[src/rtl/brs_pkg.sv]
// Package: shared encodings for the branch resolution stall checker.
// Assumes a 3-bit kind field and a 3-bit reason field.
package brs_pkg;
    localparam int KIND_W = 3;
    localparam int WHY_W  = 3;

    typedef enum logic [KIND_W-1:0] {
        BK_PLAIN  = 3'd0,
        BK_TO_LR  = 3'd1,
        BK_TO_CTR = 3'd2,
        BK_CTR_CR = 3'd3,
        BK_CR     = 3'd4
    } br_kind_e;

    typedef enum logic [WHY_W-1:0] {
        WHY_NONE  = 3'd0,
        WHY_LR    = 3'd1,
        WHY_CTR   = 3'd2,
        WHY_SLR   = 3'd3,
        WHY_UNRES = 3'd4
    } why_e;
endpackage

[src/rtl/brs_decode.sv]
// Module: combinational stall decision for one presented branch.
// Assumes pending reflects the registered guess state of this cycle;
// reasons are chosen by fixed priority LR > CTR > shadow LR > unresolved.
module brs_decode
    import brs_pkg::*;
(
    input  logic              valid,
    input  logic [KIND_W-1:0] kind,
    input  logic              link,
    input  logic              cr_ready,
    input  logic              cr_true,
    input  logic              lr_avail,
    input  logic              ctr_avail,
    input  logic              slr_avail,
    input  logic              pending,
    output logic              go_d,
    output logic              stall_d,
    output logic [WHY_W-1:0]  why_d,
    output logic              issue_pred
);
    logic lr_miss, ctr_miss, slr_miss, unres_hit, cr_dep, need_pred;

    // Per-resource shortfalls for this branch.
    always_comb begin
        cr_dep    = (kind == BK_CTR_CR) || (kind == BK_CR);
        need_pred = cr_dep && !cr_ready;
        lr_miss   = (kind == BK_TO_LR) && !lr_avail;
        ctr_miss  = ((kind == BK_TO_CTR) && !ctr_avail) ||
                    ((kind == BK_CTR_CR) && !(ctr_avail || (cr_ready && !cr_true)));
        slr_miss  = link && !slr_avail;
        unres_hit = pending && ((kind == BK_CR) || need_pred);
    end

    // Priority selection of the single reported reason.
    always_comb begin
        why_d = WHY_NONE;
        if (valid) begin
            if (lr_miss)        why_d = WHY_LR;
            else if (ctr_miss)  why_d = WHY_CTR;
            else if (slr_miss)  why_d = WHY_SLR;
            else if (unres_hit) why_d = WHY_UNRES;
        end
        stall_d    = valid && (why_d != WHY_NONE);
        go_d       = valid && (why_d == WHY_NONE);
        issue_pred = go_d && need_pred;
    end
endmodule

[config.mk]
export PLATFORM = sky130hd
export DESIGN_NAME = brs_decode
export DESIGN_NICKNAME = d
export VERILOG_FILES = /design/src/rtl/brs_pkg.sv /design/src/rtl/brs_decode.sv
export SDC_FILE = /design/constraint.sdc
export NUM_CORES = 1
export LEC_CHECK = 0
export ABC_AREA = 1
export BUFFER_PORTS_ARGS = -buffer_cell sky130_fd_sc_hd__buf_2
export CORE_AREA = 2 2 39 41
export DETAILED_ROUTE_END_ITERATION = 7
export DIE_AREA = 0 0 41 43
export GPL_ROUTABILITY_DRIVEN = 0
export GPL_TIMING_DRIVEN = 0
export RECOVER_POWER = 25
export SLEW_MARGIN = 10
export SYNTH_ARGS = -nofsm -noshare
export SYNTH_HDL_FRONTEND = slang
export SYNTH_SLANG_ARGS = --single-unit
[constraint.sdc]
create_clock -name vclk -period 1
set_input_delay 0.15 -clock vclk [all_inputs]
set_output_delay 0.15 -clock vclk [all_outputs]
set_load 0.02 [all_outputs]
==> results of run 1 <==
[power by group through the flow]
stage / Combinational, mW / Clock, mW / Sequential, mW
3_5_place_dp: 0.118 / 0 / 0
5_1_grt: 0.221 / 0 / 0
3_3_place_gp: 0.116 / 0 / 0
2_1_floorplan: 0.0695 / 0 / 0
4_1_cts: 0.192 / 0 / 0
6_report: 0.206 / 0 / 0
[path summary, 6_finish.rpt]
| path | start | end | slack, ns |
|---|---|---|---|
| worst max-delay path | ctr_avail | issue_pred | -0.14 |
| worst min-delay path | cr_ready | issue_pred | 0.64 |
[through the flow]
stage / worst slack, ns / utilization [%] / instance area [sq um]
5_1_grt: -0.221 / 37.3 / 515
6_report: -0.145 / 37.3 / 515
3_5_place_dp: -0.248 / 22.1 / 305
3_3_place_gp: -0.237 / 22.1 / 305
2_1_floorplan: 0.00354 / - / 200
4_1_cts: -0.206 / 34.8 / 482
[worst max-delay path, cell delays in order]
cell     delay, ns
buf_6         0.09
nor2_4        0.11
nand2_2       0.07
nor2_4        0.11
nor2_4        0.04
nand3_2       0.09
nand4_2       0.09
nor2_2        0.11
buf_6         0.12
[cell usage in the layout, fill, tap and decap left out]
cell | Yosys | routed
nor2_1 | 7 | 1
nand4_2 | 1 | 1
buf_6 | 0 | 11
inv_1 | 12 | 9
inv_2 | 0 | 2
nor2_4 | 0 | 8
o21ai_1 | 1 | 1
buf_4 | 0 | 5
nand2_2 | 1 | 2
nand2_1 | 7 | 5
nand2_4 | 0 | 1
nor2_2 | 5 | 3
nand3_1 | 3 | 1
nand3_2 | 1 | 3
a21oi_2 | 1 | 1
inv_4 | 0 | 1
buf_2 | 0 | 5
buf_8 | 0 | 2
o21ai_2 | 0 | 1
a31oi_1 | 1 | 1
[area by class of cell]
class | count | area, sq um
multi-input cells | 29 | 231
inverters | 12 | 47.5
fillers | 141 | 868
repair buffers | 23 | 216
well taps | 16 | 20.0
[per-layer routing]
metal  track usage [%]  vias up  part of all wire (%)
li1                  -      169                     -
met1              8.54      132                    38
met5                 0        -                     0
met3                 0        0                   4.7
met4                 0        0                     0
met2              13.1        8                    58
[cells by family (layout without fill, tap and decap cells)]
family	after synthesis	after routing	share of synthesized area, %
AND/OR/NAND/NOR	25	25	64.6
AO/OA/AOI/OAI	4	4	12.7
buffers and inverters	12	35	22.8
[cell usage after synthesis]
library cell	number
nand3_2	1
nand3_1	3
nor2_2	5
inv_1	12
o21ai_0	1
nand2_1	7
nand4_2	1
a21oi_2	1
nor2_1	7
nand2_2	1
a31oi_1	1
o21ai_1	1
[what timing repair did]
item	in CTS	in global routing
pin swaps	16	9
setup buffers	6	0
gates cloned	0	0
gates resized for setup	41	8
setup endpoints to repair	6	6
==> flow_summary.json, run 1 <==
{
  "synth_top_area_share_pct": 22.8,
  "drt-pass1-iter-count": 4,
  "finalNonFillerCells": 80,
  "hold_path.class": "in2out",
  "drtAntennaViolNets": 0,
  "synth.area.top_cells": "inv_1, nor2_2, nand2_1",
  "antenna_found_initial": 0,
  "ys_types": 12,
  "num_rows": 14,
  "crit_required_ns": 0.85,
  "seqPwrFrac_pct": 0,
  "seq_area_sq_um": 0,
  "postCtsHoldBufs": 0,
  "grt_pass1_wl_microns": 917,
  "power_frac_comb_pct": 100.0,
  "worst_slew_pin_slew_ns": 0.156,
  "vias": 309,
  "initial_core_util_pct": 14.3,
  "dp.cells": 74,
  "seq_cells": 0,
  "p_int_uw": 105,
  "die_w_microns": 41,
  "crit_path_end_kind": "output port",
  "timing.hold.ws_ns": 0.644,
  "yosysTopAreaCell": "inv_1",
  "leakage_nw": 0.270,
  "wl_microns": 577,
  "worstSetupPathType": "in2out",
  "power_density_nw_per_um2": 399,
  "min_period_ns": 1.14,
  "grt_pass1_vias": 260,
  "power.total_uw": 206,
  "synth.net_count": 52,
  "ys_warn_count": 0,
  "drtIter0Drc": 2,
  "syn_area_per_cell_sq_um": 4.82,
  "fin_crit_sh_pct": 114,
  "cp.arrival_ns": 0.99,
  "fin_ws_ns": -0.145,
  "grt_max_degree": 6,
  "power_frac_clock_pct": 0,
  "die_h_microns": 43,
  "areaGrowthSynthToFinish_pct": 161,
  "hold_depth": 5,
  "violations": "negative setup slack",
  "wl_per_cell_microns": 7.21,
  "yosysSeqAreaShare_pct": 0,
  "syn-cell-area_sq_um": 198,
  "io_pins": 17,
  "swShare_pct": 49.0,
  "core-area_sq_um": 1380,
  "rsz0062_at_grt": "true",
  "drv_slew": 0,
  "cp-start-kind": "input port",
  "crit_fanout": 3,
  "drc": 0,
  "track_usage_pct": 6.89,
  "synthesis.instances": 41,
  "status": "finished with violations",
  "switchingPower_uw": 101,
  "nets": 77,
  "ir_drop_mv": 0.0943,
  "gr-total-overflow": 0,
  "clockBufferCount": 0,
  "drive_gt1_share_pct": 71.9,
  "dp_hpwl_microns": 459,
  "max-slew-margin-rel_pct": 89.6,
  "clock.fmax_ghz": 0.873,
  "antennaDiodeCount": 0,
  "viasPerCell": 3.86,
  "portBuffers": 17,
  "fin_setup_tns_ns": -0.605,
  "die_area_sq_um": 1760,
  "cap_viol_max_count": 0,
  "finalHoldViolCount": 0,
  "setup_viol": 6
}
No activity file was read; power rests on OpenSTA's default activity.
==> run 2, diff against run 1 <==
Settings changed: PLACE_DENSITY set to 0.46.
==> flow_summary.json, run 2 (same netlist as run 1, synthesis figures left out) <==
{
  "viasPerCell": 3.82,
  "num_rows": 14,
  "io_pins": 17,
  "seq_cells": 0,
  "nets": 76,
  "cpPeakStageDelay_ns": 0.15,
  "final_cell_mix": "inv_1, buf_6, buf_4",
  "worstSetupPathType": "in2out",
  "track_usage_pct": 7.29,
  "power_density_nw_per_um2": 398,
  "violations": "negative setup slack",
  "ir_drop_mv": 0.143,
  "cp.arrival_ns": 1.03,
  "worst_slew_pin_slew_ns": 0.209,
  "crit_top_cell": "nor2_2",
  "grt_max_degree": 6,
  "wl_microns": 589,
  "seqPwrFrac_pct": 0,
  "areaGrowthSynthToFinish_pct": 134,
  "leakage_nw": 0.251,
  "crit_required_ns": 0.85,
  "drtIter0Drc": 1,
  "cp-start-kind": "input port",
  "min_from": "cr_ready",
  "worstPathCellList": "buf_8 -> nand2_2 -> nor2_1 -> nor2_2 -> nor2_2 -> nand3_2 -> buf_4 -> nand2_1 -> buf_6",
  "clock.fmax_ghz": 0.845,
  "drc": 0,
  "seq_area_sq_um": 0,
  "cap_viol_max_count": 0,
  "rsz0062_at_grt": "true",
  "switchingPower_uw": 93.1,
  "worstSetupPathDepth": 9,
  "die_w_microns": 41,
  "die_area_sq_um": 1760,
  "max-slew-margin-rel_pct": 85.9,
  "final_cell_area_sq_um": 462,
  "initial_core_util_pct": 14.3,
  "swShare_pct": 50.6,
  "setup_viol": 6,
  "hold_path.class": "in2out",
  "fin_crit_sh_pct": 118,
  "hold_path_end": "issue_pred",
  "layout_commonest_cell": "inv_1",
  "dpl_worst_slack_ns": -0.245,
  "power_frac_comb_pct": 100.0,
  "antenna_found_initial": 0,
  "min_period_ns": 1.18,
  "slowest_stage": "buf_4",
  "gr-total-overflow": 0,
  "status": "finished with violations",
  "hold_depth": 5,
  "drive_gt1_share_pct": 65.1,
  "vias": 302,
  "critPathBufInv": 3,
  "clockBufferCount": 0,
  "dpl_cell_area_sq_um": 305,
  "drv_slew": 0,
  "dp.cells": 74,
  "die_h_microns": 43,
  "path_delay_family": "simple AND/OR/NAND/NOR gates",
  "cp-startpoint": "kind[0]",
  "power.total_uw": 184,
  "grt_pass1_vias": 254,
  "power_frac_clock_pct": 0,
  "drt-pass1-iter-count": 2,
  "grt_pass1_wl_microns": 986,
  "core-area_sq_um": 1380,
  "p_int_uw": 90.8,
  "fin_ws_ns": -0.183,
  "portBuffers": 17,
  "crit_fanout": 5,
  "drtAntennaViolNets": 0,
  "antennaDiodeCount": 0,
  "wl_per_cell_microns": 7.46,
  "finalNonFillerCells": 79,
  "finalHoldViolCount": 0,
  "crit_path_end_kind": "output port"
}
==> run 2: cell count changes in the layout (fill, tap and decap cells not counted), sizes merged <==
cell,before,now
buf,23,22
==> run 2: through the flow <==
step           setup TNS [ns]  utilization (%)  hold slack [ns]
2_1_floorplan               0                -            0.436
3_3_place_gp           -0.850             22.1            0.675
3_5_place_dp           -0.849             22.1            0.676
4_1_cts                -0.710             30.6            0.636
5_1_grt                 -1.28             33.4            0.681
6_report               -0.840             33.4            0.636
==> run 2: worst max-delay path by stage <==
stage               slack (ns)         end
global route             -0.26  issue_pred
CTS                      -0.19  issue_pred
floorplan                0.004  issue_pred
finish                   -0.18     stall_d
detailed placement       -0.24  issue_pred
global placement         -0.25  issue_pred
==> run 2: timing repair <==
action	4_1_cts	5_1_grt
hold buffers	0	0
buffers inserted	3	2
pin swaps	13	6
gates resized for setup	31	6
endpoints found under the hold margin	0	0
endpoints found under the setup margin	6	6
==> run 2: area by class of cell <==
class / count / area, sq um
inverter: 12 / 47.5
multi-input combinational: 29 / 206
tap: 16 / 20.0
timing repair buffer: 22 / 188
fill: 161 / 922
==> run 2: worst min-delay path, delay by kind of cell <==
kind	cells	cell delay (ns)
buf+inv	3	0.23
simple gates	2	0.10
==> run 2: power by group through the flow <==
stage / logic, mW / clock network [mW] / registers (mW)
finish: 0.184 / 0 / 0
global route: 0.201 / 0 / 0
CTS: 0.166 / 0 / 0
detailed placement: 0.117 / 0 / 0
global placement: 0.117 / 0 / 0
floorplan: 0.0695 / 0 / 0
==> run 2: layer usage <==
metal | up-vias | wire length, microns | GRT usage, %
met4 | 0 | 0 | 0
met3 | 0 | 38 | 0
met1 | 127 | 225 | 10.1
met5 | - | 0 | 0
li1 | 167 | - | -
met2 | 8 | 325 | 12.8
